## src/rtl/i2c_evt_router_pkg.sv

```systemverilog
package i2c_evt_router_pkg;

    // Enable word layout, LSB first: cpu, tx, rx, idle
    typedef struct packed {
        logic idle;
        logic rx;
        logic tx;
        logic cpu;
    } en_t;

    localparam int EN_W = $bits(en_t);
    localparam en_t EN_RESET = '{idle: 1'b0, rx: 1'b0, tx: 1'b0, cpu: 1'b1};

    // DMA channel indices
    localparam int CH_TX = 0;
    localparam int CH_RX = 1;
    localparam int N_CH  = 2;

endpackage

```

## src/rtl/i2c_evt_regs.sv

```systemverilog
module i2c_evt_regs
    import i2c_evt_router_pkg::*;
#(
    parameter int ADDR_W    = 2,
    parameter int DATA_W    = 4,
    parameter int EN_ADDR   = 0,
    parameter int STAT_ADDR = 1
) (
    input  logic              clk,
    input  logic              rst_n,
    input  logic              wr_i,
    input  logic              rd_i,
    input  logic [ADDR_W-1:0] addr_i,
    input  logic [DATA_W-1:0] wdata_i,
    input  logic              evt_i,
    input  logic              idle_act_i,
    output en_t               en_o,
    output logic              flag_o,
    output logic [DATA_W-1:0] rdata_o
);

    localparam logic [ADDR_W-1:0] A_EN   = ADDR_W'(EN_ADDR);
    localparam logic [ADDR_W-1:0] A_STAT = ADDR_W'(STAT_ADDR);

    typedef struct packed {
        en_t               en;
        logic              flag;
        logic [DATA_W-1:0] rdata;
    } regs_t;

    regs_t st_d, st_q;
    logic  wr_en, wr_stat, clr_req;

    always_comb begin
        st_d    = st_q;
        wr_en   = wr_i && (addr_i == A_EN);
        wr_stat = wr_i && (addr_i == A_STAT);
        clr_req = wr_stat && wdata_i[0];

        if (wr_en) begin
            st_d.en = en_t'(wdata_i[EN_W-1:0]);
        end

        // set has priority over clear
        if (evt_i) begin
            st_d.flag = 1'b1;
        end else if (clr_req) begin
            st_d.flag = 1'b0;
        end

        if (rd_i) begin
            if (addr_i == A_EN) begin
                st_d.rdata = DATA_W'(st_q.en);
            end else if (addr_i == A_STAT) begin
                st_d.rdata = DATA_W'({idle_act_i, st_q.flag});
            end else begin
                st_d.rdata = '0;
            end
        end
    end

    always_ff @(posedge clk or negedge rst_n) begin
        if (!rst_n) begin
            st_q.en    <= EN_RESET;
            st_q.flag  <= 1'b0;
            st_q.rdata <= '0;
        end else begin
            st_q <= st_d;
        end
    end

    assign en_o    = st_q.en;
    assign flag_o  = st_q.flag;
    assign rdata_o = st_q.rdata;

    AST_FLAG_SETS: assert property (@(posedge clk) disable iff (!rst_n)
        $past(evt_i) |-> flag_o);
    AST_FLAG_STICKY: assert property (@(posedge clk) disable iff (!rst_n)
        ($past(flag_o) && !$past(wr_i && addr_i == A_STAT && wdata_i[0])) |-> flag_o);
    AST_FLAG_CLEARS: assert property (@(posedge clk) disable iff (!rst_n)
        $past(wr_i && addr_i == A_STAT && wdata_i[0] && !evt_i) |-> !flag_o);

endmodule

```

## src/rtl/i2c_evt_dma_steer.sv

```systemverilog
module i2c_evt_dma_steer
    import i2c_evt_router_pkg::*;
(
    input  logic            clk,
    input  logic            rst_n,
    input  logic            evt_i,
    input  logic            dir_tx_i,
    input  logic [N_CH-1:0] ch_en_i,
    output logic [N_CH-1:0] req_o
);

    logic [N_CH-1:0] req_d, req_q;

    // channel CH_TX follows transmit direction, CH_RX follows receive
    for (genvar ch = 0; ch < N_CH; ch++) begin : g_ch
        localparam logic WANT_TX = (ch == CH_TX);
        always_comb begin
            req_d[ch] = evt_i && ch_en_i[ch] && (dir_tx_i == WANT_TX);
        end
    end

    always_ff @(posedge clk or negedge rst_n) begin
        if (!rst_n) begin
            req_q <= '0;
        end else begin
            req_q <= req_d;
        end
    end

    assign req_o = req_q;

    AST_REQ_NEEDS_EVT: assert property (@(posedge clk) disable iff (!rst_n)
        !$past(evt_i) |-> (req_o == '0));
    AST_REQ_NEEDS_EN: assert property (@(posedge clk) disable iff (!rst_n)
        (req_o != '0) |-> ($past(ch_en_i) & req_o) == req_o);

endmodule

```

## src/rtl/i2c_evt_irq.sv

```systemverilog
module i2c_evt_irq
    import i2c_evt_router_pkg::*;
(
    input  logic clk,
    input  logic rst_n,
    input  en_t  en_i,
    input  logic flag_i,
    input  logic bus_busy_i,
    output logic idle_act_o,
    output logic irq_o
);

    logic irq_d, irq_q;

    always_comb begin
        idle_act_o = en_i.idle && !bus_busy_i;
        irq_d      = (flag_i && en_i.cpu) || idle_act_o;
    end

    always_ff @(posedge clk or negedge rst_n) begin
        if (!rst_n) begin
            irq_q <= 1'b0;
        end else begin
            irq_q <= irq_d;
        end
    end

    assign irq_o = irq_q;

    AST_IDLE_RAISES: assert property (@(posedge clk) disable iff (!rst_n)
        $past(en_i.idle && !bus_busy_i) |-> irq_o);
    AST_IRQ_NEEDS_SRC: assert property (@(posedge clk) disable iff (!rst_n)
        $past(!(flag_i && en_i.cpu) && !(en_i.idle && !bus_busy_i)) |-> !irq_o);

endmodule

```

## src/rtl/i2c_evt_router.sv

```systemverilog
module i2c_evt_router
    import i2c_evt_router_pkg::*;
#(
    parameter int ADDR_W    = 2,
    parameter int DATA_W    = 4,
    parameter int EN_ADDR   = 0,
    parameter int STAT_ADDR = 1
) (
    input  logic              clk,
    input  logic              rst_n,
    input  logic              evt_xfer_i,
    input  logic              bus_busy_i,
    input  logic              dir_tx_i,
    input  logic              reg_wr_i,
    input  logic              reg_rd_i,
    input  logic [ADDR_W-1:0] reg_addr_i,
    input  logic [DATA_W-1:0] reg_wdata_i,
    output logic [DATA_W-1:0] reg_rdata_o,
    output logic              cpu_irq_o,
    output logic              dma_tx_req_o,
    output logic              dma_rx_req_o
);

    en_t             en_q;
    logic            flag_q;
    logic            idle_act;
    logic [N_CH-1:0] ch_en;
    logic [N_CH-1:0] dma_req;

    i2c_evt_regs #(
        .ADDR_W    (ADDR_W),
        .DATA_W    (DATA_W),
        .EN_ADDR   (EN_ADDR),
        .STAT_ADDR (STAT_ADDR)
    ) u_regs (
        .clk        (clk),
        .rst_n      (rst_n),
        .wr_i       (reg_wr_i),
        .rd_i       (reg_rd_i),
        .addr_i     (reg_addr_i),
        .wdata_i    (reg_wdata_i),
        .evt_i      (evt_xfer_i),
        .idle_act_i (idle_act),
        .en_o       (en_q),
        .flag_o     (flag_q),
        .rdata_o    (reg_rdata_o)
    );

    always_comb begin
        ch_en        = '0;
        ch_en[CH_TX] = en_q.tx;
        ch_en[CH_RX] = en_q.rx;
    end

    i2c_evt_dma_steer u_steer (
        .clk      (clk),
        .rst_n    (rst_n),
        .evt_i    (evt_xfer_i),
        .dir_tx_i (dir_tx_i),
        .ch_en_i  (ch_en),
        .req_o    (dma_req)
    );

    i2c_evt_irq u_irq (
        .clk        (clk),
        .rst_n      (rst_n),
        .en_i       (en_q),
        .flag_i     (flag_q),
        .bus_busy_i (bus_busy_i),
        .idle_act_o (idle_act),
        .irq_o      (cpu_irq_o)
    );

    assign dma_tx_req_o = dma_req[CH_TX];
    assign dma_rx_req_o = dma_req[CH_RX];

    AST_DMA_EXCLUSIVE: assert property (@(posedge clk) disable iff (!rst_n)
        $onehot0({dma_tx_req_o, dma_rx_req_o}));
    AST_TX_DIRECTION: assert property (@(posedge clk) disable iff (!rst_n)
        dma_tx_req_o |-> $past(evt_xfer_i && dir_tx_i));
    AST_RX_DIRECTION: assert property (@(posedge clk) disable iff (!rst_n)
        dma_rx_req_o |-> $past(evt_xfer_i && !dir_tx_i));

endmodule

```

## config.mk

```make
export PLATFORM = sky130hd
export DESIGN_NAME = i2c_evt_router
export DESIGN_NICKNAME = d
export VERILOG_FILES = /design/src/rtl/i2c_evt_router_pkg.sv /design/src/rtl/i2c_evt_regs.sv /design/src/rtl/i2c_evt_dma_steer.sv /design/src/rtl/i2c_evt_irq.sv /design/src/rtl/i2c_evt_router.sv
export SDC_FILE = /design/constraint.sdc
export NUM_CORES = 1
export LEC_CHECK = 0
export ABC_AREA = 1
export BUFFER_PORTS_ARGS = -buffer_cell sky130_fd_sc_hd__buf_2
export CAP_MARGIN = 40
export CELL_PAD_IN_SITES_DETAIL_PLACEMENT = 1
export CELL_PAD_IN_SITES_GLOBAL_PLACEMENT = 2
export CORE_AREA = 2 2 52 54
export DETAILED_ROUTE_END_ITERATION = 7
export DIE_AREA = 0 0 54 56
export PLACE_DENSITY_LB_ADDON = 0.1
export SYNTH_ARGS = -nofsm -noshare
export SYNTH_HDL_FRONTEND = slang
export SYNTH_SLANG_ARGS = --single-unit
export TNS_END_PERCENT = 5
```

## constraint.sdc

```tcl
create_clock -name clk -period 0.8 [get_ports clk]
set_clock_uncertainty 0.1 [all_clocks]
set_input_delay 0 -clock clk [delete_from_list [all_inputs] [get_ports clk]]
set_output_delay 0 -clock clk [all_outputs]
set_load 0.1 [all_outputs]
```

==> results.cfg, run 1 <==
[worst_setup_path]
cp_slowest_stage_delay_ns = 0.50
crit_chain = buf_12
cp.arrival_ns = 0.94
cp-startpoint = u_regs.rdata_o[2]
r2r_start = u_regs.en_o[0]
start_kind = flop
cp.required_ns = 0.70
path_class = reg2out
crit_buf_inv = 1
cp-end-kind = output port
cp_max_fo = 2
crit_family = flip-flops
critPathSlowestCell = dfrtp_4

[sta]
finalHoldViolCount = 8
tightest_slew_ns = 0.2872
fmax_mhz = 962.3
fin_ws_ns = -0.2391
final-setup-viol-count = 12
grt_setup_unrepaired = yes
finalCritPeriodShare_pct = 129.9
whs_ns = -0.09160
drv_slew = 0
finalCriticalPeriod_ns = 1.039
slew_headroom_pct = 80.85

[synthesis]
yosysTopAreaCellShare_pct = 54.19
synthArstFlopShare_pct = 100.0
synth_area_um2 = 508.0
synth_most_common_cell = nand2_1
synth_edf_count = 0
ys_types = 11
ys.flop_type = dfrtp_1
ys_top_cells_by_area = dfrtp_1 54%, nand2_1 20%, nand3_1 5.9%
syn_inst = 58
synth_common_cells = 27 x nand2_1, 11 x dfrtp_1, 6 x nand3_1
ys_seq_elements = 12
ys_seq_area_share_pct = 59.36
yosys_warnings = 0
synth_area_leader_cell = dfrtp_1
syn-num-nets = 71
synth.avg_cell_area_um2 = 8.758

[clocking]
cts_buffer_depth = 2
tritoncts = built
htreeDepth = 1
cts.sinks = 12
postCtsSetupRepairBufs = 0
hold_buffers = 8
cts-root-buf = clkbuf_4
clkTransAtPathRegs_ns = 0.08
cts_buffers = 3
clkLatencyLatePin_ns = 0.26

[cells_and_area]
fillers = 291
nNetsFinal = 108
post_layout_nonfiller_instances = 124
drive_above_1_share_pct = 42.55
synthToLayoutAreaGrowth_pct = 79.80
fin_util_pct = 37.55
final_cell_area_um2 = 913.4
diodes = 0

[routing]
vias_per_cell = 4.000
ant_nets = 0
dr.pass1.iters = 3
totalWireLength_um = 1296
wire_per_inst_um = 10.45
drt_iter0_drc = 3
drc = 0
vias = 496

[run_status]
status = finished with violations
violations = negative hold slack, negative setup slack

[power_and_ir_drop]
p_int_mw = 1.134
max-vdd-ir-drop_mv = 0.7611
seqPwrFrac_pct = 42.7
p_clk_share_pct = 21.9
p_leak_nw = 0.4582
p_per_area_mw_per_mm2 = 1934
combPwrFrac_pct = 35.4
netSwitchingFraction_pct = 35.81
p_switching_mw = 0.6326

[grt]
overflow = 0
met3_usage_pct = 1.613
use_met2_pct = 15.85
grt_pass1_wl_um = 2263
grt_use_met1_pct = 13.10
grt_use_total_pct = 10.50
grt_pass1_vias = 534
grt-busiest-layer = met2
grt_start_max_net_pins = 13
antenna_found_initial = 0

[hold_path]
hold_path_startpoint = reg_wr_i
hold_path.class = in2reg

[die]
ios = 20
core_mm2 = 0.002432
die_y_um = 56
die_width_um = 54
initial_core_util_pct = 20.88
num_rows = 18
fp.dieArea_mm2 = 0.003024

[place]
gp_congestion = 0.6471
placed_area_um2 = 799.5
port_buffers = 19
dp.cells = 112
place_hpwl_um = 975.3

[run]
cap_violations = 0
-- what timing repair did --
| action | CTS | global route |
|---|---|---|
| setup endpoints to repair | 14 | 14 |
| pin swaps | 4 | 0 |
| gates resized for setup | 2 | 1 |
| endpoints found under the hold margin | 24 | 8 |
-- layer usage --
| layer | routed length (um) | vias up | part of all wire (%) |
|---|---|---|---|
| met4 | 27 | 0 | 2.1 |
| met1 | 566 | 229 | 44 |
| li1 | - | 251 | - |
| met5 | 0 | - | 0 |
| met2 | 657 | 14 | 51 |
| met3 | 44 | 2 | 3.4 |
-- power groups by stage --
| stage | clock, mW | sequential [mW] | combinational [mW] |
|---|---|---|---|
| after floorplan | 0 | 0.988 | 0.0918 |
| after global placement | 0 | 0.762 | 0.592 |
| after detailed placement | 0 | 0.768 | 0.599 |
| after CTS | 0.409 | 0.756 | 0.633 |
| after global routing | 0.432 | 0.762 | 0.670 |
| final | 0.387 | 0.754 | 0.626 |
-- metrics by stage --
step                      hold WS, ns  setup slack, ns  TNS, ns  power, mW
after floorplan               -0.3956          -0.1833   -1.047      1.080
after global placement        -0.1998         -0.09159  -0.2314      1.355
after detailed placement      -0.1983          -0.1150  -0.3353      1.367
after CTS                    -0.09509          -0.2508   -1.803      1.799
after global routing         -0.08136          -0.2646   -2.137      1.864
final                        -0.09160          -0.2391   -1.662      1.766
-- path summary, 6_finish.rpt --
check | to | slack, ns | depth (start not counted)
setup reg to reg | u_regs.rdata_o[0] | -0.12 | 4
hold / removal | u_regs.en_o[0] | -0.09 | 3
hold reg to reg | u_regs.en_o[0] | 0.37 | 2
max in group asynchronous | u_regs.en_o[0] | 0.28 | 2
min in group asynchronous | u_regs.rdata_o[2] | 0.04 | 2
setup / recovery | reg_rdata_o[2] | -0.24 | 1
-- sequential cells by signal (all words and copies together), names as in the netlist --
name            flops
u_regs.flag_o       1
u_steer.req_o       2
u_regs.rdata_o      4
u_regs.en_o         4
u_irq.irq_o         1
-- cell families (layout without fill, tap and decap cells) --
family,after synthesis,after routing,synth area share [%]
simple gates,40,40,34.98
flops,12,12,59.36
buf+inv,4,40,2.955
compound gates,2,2,2.709
-- final cells by class --
class / instances / area, um2 / area share, %
Tap cell: 30 / 37.54 / 4.110
Inverter: 4 / 15.01 / 1.644
Clock buffer: 4 / 26.28 / 2.877
Timing Repair Buffer: 32 / 317.8 / 34.79
Sequential cell: 12 / 317.8 / 34.79
Multi-Input combinational cell: 42 / 198.9 / 21.78
-- cells in the final DEF, fill, tap and decap left out, types with 2 or more instances in the layout --
| master | instances |
|---|---|
| clkbuf_4 | 3 |
| nor2_1 | 3 |
| dlygate4sd3_1 | 8 |
| nor2_2 | 2 |
| buf_4 | 5 |
| buf_12 | 7 |
| buf_2 | 12 |
| inv_1 | 4 |
| dfrtp_4 | 4 |
| nand2_1 | 26 |
| nand3_1 | 5 |
| dfrtp_1 | 6 |
(Power assumes the default switching activity.)
==> run 2, diff against run 1 <==
--- a/config.mk
+++ b/config.mk
@@ -10,11 +10,13 @@
 export CAP_MARGIN = 40
 export CELL_PAD_IN_SITES_DETAIL_PLACEMENT = 1
 export CELL_PAD_IN_SITES_GLOBAL_PLACEMENT = 2
-export CORE_AREA = 2 2 52 54
+export CORE_AREA = 5 5 54 56
 export DETAILED_ROUTE_END_ITERATION = 7
-export DIE_AREA = 0 0 54 56
+export DIE_AREA = 0 0 59 61
 export PLACE_DENSITY_LB_ADDON = 0.1
+export SLEW_MARGIN = 20
 export SYNTH_ARGS = -nofsm -noshare
 export SYNTH_HDL_FRONTEND = slang
+export SYNTH_HIERARCHICAL = 1
 export SYNTH_SLANG_ARGS = --single-unit
 export TNS_END_PERCENT = 5
==> run 2 against run 1 <==
Hold slack worse by 0.021 ns; non-clock buffer count unchanged; highest routed layer unchanged; synthesized area down 0.25%; die area is 19% higher; the flow still finishes with violations (negative hold slack, negative setup slack); critical path depth unchanged; first-iteration DRC count shrank 67%; maximum frequency down 0.15%; register-to-register slack about the same.
==> results.cfg, run 2 <==
[synthesis]
syn-num-nets = 73
synth_edf_count = 0
ys_types = 10
synth_common_cells = 29 x nand2_1, 11 x dfrtp_1, 8 x nand3_1
yosysTopAreaCellShare_pct = 54.32
ys.flop_type = dfrtp_1
ys_top_cells_by_area = dfrtp_1 54%, nand2_1 21%, nand3_1 7.9%
synth_area_um2 = 506.7
yosys_warnings = 6
synth.avg_cell_area_um2 = 8.446
synth_most_common_cell = nand2_1
ys_seq_elements = 12
ys_seq_area_share_pct = 59.51
syn_inst = 60
synthArstFlopShare_pct = 100.0
synth_area_leader_cell = dfrtp_1

[sta]
slew_headroom_pct = 80.86
fmax_mhz = 960.9
drv_slew = 0
tightest_slew_ns = 0.2871
whs_ns = -0.1123
grt_setup_unrepaired = yes
finalHoldViolCount = 9
final-setup-viol-count = 14
fin_ws_ns = -0.2407
finalCriticalPeriod_ns = 1.041
finalCritPeriodShare_pct = 130.1

[hold_path]
whs_path_depth = 4
hold_path.class = in2reg

[grt]
overflow = 0
antenna_found_initial = 0
grt_pass1_vias = 523
grt_use_total_pct = 8.636
grt_start_max_net_pins = 13
grt_pass1_wl_um = 2283

[clocking]
tritoncts = built
htreeDepth = 1
clkTransAtPathRegs_ns = 0.08
hold_buffers = 9
cts_buffers = 3
cts.sinks = 12
postCtsSetupRepairBufs = 0
cts-root-buf = clkbuf_4
clkLatencyLatePin_ns = 0.27
cts_buffer_depth = 2

[worst_setup_path]
cp_max_fo = 2
crit_buf_inv = 1
crit_chain = buf_12
cp.required_ns = 0.70
crit_cells = 1
path_class = reg2out
cp_slowest_stage_delay_ns = 0.49
start_kind = flop
reg2reg_depth = 6
crit_family = flip-flops
cp.arrival_ns = 0.94
critPathSlowestCell = dfrtp_4
cp-end-kind = output port

[power_and_ir_drop]
p_per_area_mw_per_mm2 = 2015
p_total_mw = 1.851
max-vdd-ir-drop_mv = 1.001
p_leak_nw = 0.4827

[cells_and_area]
nNetsFinal = 110
layout_common_cells = 29 x nand2_1, 13 x buf_2, 8 x nand3_1
final_cell_area_um2 = 918.4
diodes = 0
drive_above_1_share_pct = 38.54
synthToLayoutAreaGrowth_pct = 81.23
final_common_cell = nand2_1
fillers = 296
post_layout_nonfiller_instances = 126

[routing]
dr.pass1.iters = 2
wire_per_inst_um = 10.80
totalWireLength_um = 1361
drt_iter0_drc = 1
ant_nets = 0
vias_per_cell = 4.040
drc = 0
vias = 509

[run_status]
violations = negative hold slack, negative setup slack
status = finished with violations

[place]
place_hpwl_um = 1023
port_buffers = 19
gp_congestion = 0.6962
placed_area_um2 = 790.8
dp.cells = 113
place_ws_ns = -0.1099

[run]
cap_violations = 0

[die]
die_y_um = 61
fp.dieArea_mm2 = 0.003599
ios = 20
initial_core_util_pct = 21.23
die_width_um = 59
num_rows = 18
core_mm2 = 0.002387
-- run 2: cell type report --
type / count / area (um2) / area share (%)
Timing Repair Buffer: 32 / 321.6 / 35.01
Tap cell: 30 / 37.54 / 4.087
Inverter: 6 / 22.52 / 2.452
Sequential cell: 12 / 317.8 / 34.60
Clock buffer: 4 / 36.28 / 3.951
Multi-Input combinational cell: 42 / 182.7 / 19.89
-- run 2: routing by layer --
| layer | vias up | GRT usage [%] | share of wire, % |
|---|---|---|---|
| li1 | 258 | - | - |
| met1 | 233 | 10.84 | 43 |
| met2 | 14 | 13.72 | 48 |
| met3 | 4 | 1.915 | 6.8 |
| met4 | 0 | 4.854 | 2.5 |
| met5 | - | 0 | 0 |
-- run 2: path summary, 6_finish.rpt --
kind / start / to / slack (ns)
max in group asynchronous: rst_n / u_regs/en_o[0] / 0.29
worst min-delay path: bus_busy_i / u_irq/irq_o / -0.11
worst max register to register: u_regs/en_o[3] / u_regs/rdata_o[1] / -0.13
worst max-delay path: u_regs/rdata_o[2] / reg_rdata_o[2] / -0.24
min in group asynchronous: rst_n / u_regs/rdata_o[1] / 0.03
worst min register to register: u_regs/en_o[0] / u_regs/en_o[0] / 0.39
-- run 2: where the power goes --
part	total [mW]	internal, mW	leakage (nW)	switching [mW]
registers	0.754	0.692	0.142	0.0616
clock network	0.489	0.276	0.0210	0.212
logic	0.608	0.240	0.320	0.368
total	1.85	1.21	0.483	0.642
-- run 2: through the flow --
step	util [%]	hold slack (ns)	setup TNS, ns
after global routing	38.47	-0.06869	-2.291
after detailed placement	33.12	-0.1969	-0.3105
after floorplan	-	-0.3956	-1.047
final	38.47	-0.1123	-1.784
after CTS	38.57	-0.1175	-2.162
after global placement	33.12	-0.1951	-0.2801
-- run 2: cells by family (layout without fill, tap and decap cells) --
kind of cell  Yosys count  count (layout)  synth area share [%]
flops                  12              12                 59.51
buf+inv                 6              42                 4.444
simple gates           42              42                 36.05
-- run 2: repair_timing --
action	in CTS	in global routing
resized for setup	1	2
endpoints found under the hold margin	24	4
pin swaps	3	2
endpoints found under the setup margin	14	17
==> run 3, diff against run 2 <==
--- a/config.mk
+++ b/config.mk
@@ -10,9 +10,9 @@
 export CAP_MARGIN = 40
 export CELL_PAD_IN_SITES_DETAIL_PLACEMENT = 1
 export CELL_PAD_IN_SITES_GLOBAL_PLACEMENT = 2
-export CORE_AREA = 5 5 54 56
+export CORE_AREA = 5 5 51 53
 export DETAILED_ROUTE_END_ITERATION = 7
-export DIE_AREA = 0 0 59 61
+export DIE_AREA = 0 0 56 58
 export PLACE_DENSITY_LB_ADDON = 0.1
 export SLEW_MARGIN = 20
 export SYNTH_ARGS = -nofsm -noshare
==> constraint.sdc (replaced) <==
create_clock -name clk -period 1.2 [get_ports clk]
set_clock_uncertainty 0.1 [all_clocks]
set_input_delay 0 -clock clk [delete_from_list [all_inputs] [get_ports clk]]
set_output_delay 0 -clock clk [all_outputs]
set_load 0.1 [all_outputs]
==> run 3 against run 2 <==
The flow now finishes without violations; sequential cell count is the same; largest cell class is now registers; final cell count unchanged; combinational power is 41% lower; die area fell by 9.8%; critical path depth unchanged; utilization up 2.0 points.
==> results.cfg, run 3 (synthesis gave the netlist of run 2 again) <==
[run_status]
status = finished, final reports clean

[worst_setup_path]
crit_family = buffers and inverters
r2r_end = u_regs/rdata_o[1]
path_class = reg2out
cp-startpoint = u_regs/rdata_o[1]
cp-end-kind = output port
cp_slowest_stage_delay_ns = 0.43
cp_max_fo = 2
start_kind = flop
critPathSlowestCell = buf_2
cp.arrival_ns = 1.05
r2r_setup_slack_ns = 0.25
crit_chain = buf_2
setup.worst_path.end = reg_rdata_o[1]
crit_cells = 1
crit_buf_inv = 1
r2r_start = u_regs/en_o[3]
reg2reg_depth = 6
cp.required_ns = 1.10

[routing]
ant_nets = 0
wire_per_inst_um = 10.59
vias = 520
drc = 0
vias_per_cell = 4.127
drt_iter0_drc = 0
dr.pass1.iters = 1
totalWireLength_um = 1334

[clocking]
cts-root-buf = clkbuf_4
clkLatencyLatePin_ns = 0.27
clkTransAtPathRegs_ns = 0.07
cts.repair.resized = 0
cts.sinks = 12
tritoncts = built
htreeDepth = 1
cts_buffers = 3
cts_buffer_depth = 2

[place]
place_hpwl_um = 995.2
placed_area_um2 = 683.2
gp_congestion = 0.6843
port_buffers = 19

[die]
fp.dieArea_mm2 = 0.003248
num_rows = 17
die_y_um = 58
core_mm2 = 0.002106
ios = 20
initial_core_util_pct = 24.06
die_width_um = 56

[sta]
grt_setup_unrepaired = no
tightest_slew_ns = 0.4857
final-setup-viol-count = 0
finalCriticalPeriod_ns = 1.150
finalCritPeriodShare_pct = 95.81
fin_setup_tns_ns = 0
drv_slew = 0
fmax_mhz = 869.8
finalHoldViolCount = 0
slew_headroom_pct = 67.84
whs_ns = 0.04301

[cells_and_area]
layout_common_cells = 29 x nand2_1, 16 x buf_2, 12 x dlygate4sd3_1
fillers = 262
final_common_cell = nand2_1
fin_util_pct = 40.46
multi_input_area_um2 = 182.7
drive_above_1_share_pct = 30.61
nNetsFinal = 112
diodes = 0
final_cell_area_um2 = 852.1
synthToLayoutAreaGrowth_pct = 68.15
final-seq-area_um2 = 302.8

[grt]
use_met2_pct = 16.53
grt_use_total_pct = 9.371
grt_pass1_vias = 553
grt_use_met1_pct = 9.743
met3_usage_pct = 2.673
grt_pass1_wl_um = 2311
overflow = 0
antenna_found_initial = 0
grt_start_max_net_pins = 13
grt-busiest-layer = met2

[power_and_ir_drop]
p_leak_nw = 0.4672
p_clk_share_pct = 23.5
seqPwrFrac_pct = 44.1
netSwitchingFraction_pct = 36.85
p_int_mw = 0.6955
p_switching_mw = 0.4058
max-vdd-ir-drop_mv = 0.5668
p_per_area_mw_per_mm2 = 1292
combPwrFrac_pct = 32.4

[hold_path]
hold_path.class = in2async

[run]
cap_violations = 0
## run 3: area by class of cell
cell class | instances | area share, %
flip-flops and latches | 12 | 35.54
repair buffers | 34 | 33.19
multi-input cells | 42 | 21.44
well taps | 28 | 4.112
clock buffers | 4 | 3.084
inverters | 6 | 2.643
## run 3: worst min-delay path by stage
stage | from | to | slack (ns) | depth (start not counted)
2_1_floorplan | rst_n | u_irq/irq_o | -0.40 | 0
3_3_place_gp | rst_n | u_regs/en_o[3] | -0.20 | 1
3_5_place_dp | rst_n | u_irq/irq_o | -0.20 | 1
4_1_cts | rst_n | u_regs/flag_o | 0.04 | 2
5_1_grt | rst_n | u_regs/flag_o | 0.08 | 2
6_report | rst_n | u_irq/irq_o | 0.04 | 2
## run 3: metrics by stage
step	total power, mW	worst slack, ns	std cells
2_1_floorplan	0.7049	-0.05581	60
3_3_place_gp	0.8142	0.2825	107
3_5_place_dp	0.8183	0.2620	107
4_1_cts	1.111	0.03142	123
5_1_grt	1.153	0.006109	126
6_report	1.101	0.05031	126
## run 3: power by group through the flow
stage	clock network [mW]	logic, mW	registers [mW]
detailed placement	0	0.324	0.495
CTS	0.271	0.353	0.487
floorplan	0	0.0582	0.647
global placement	0	0.322	0.492
global route	0.279	0.381	0.492
finish	0.259	0.357	0.485
## run 3: per-layer routing
| metal | share of wire (%) | up-vias |
|---|---|---|
| li1 | - | 263 |
| met1 | 41 | 243 |
| met2 | 53 | 12 |
| met3 | 5.5 | 2 |
| met4 | 0.90 | 0 |
| met5 | 0 | - |
## run 3: worst register-to-register path: stages, from the launching register on
cell and delay (ns):
dfrtp_1 0.41, nand2_2 0.08, inv_1 0.04, nand3_1 0.07, nand2_1 0.06, nand2_1 0.05, nand2_1 0.05
## run 3: timing repair
item,4_1_cts,5_1_grt
endpoints found under the setup margin,0,3
hold buffers,12,0
endpoints found under the hold margin,24,0
setup buffers,0,3
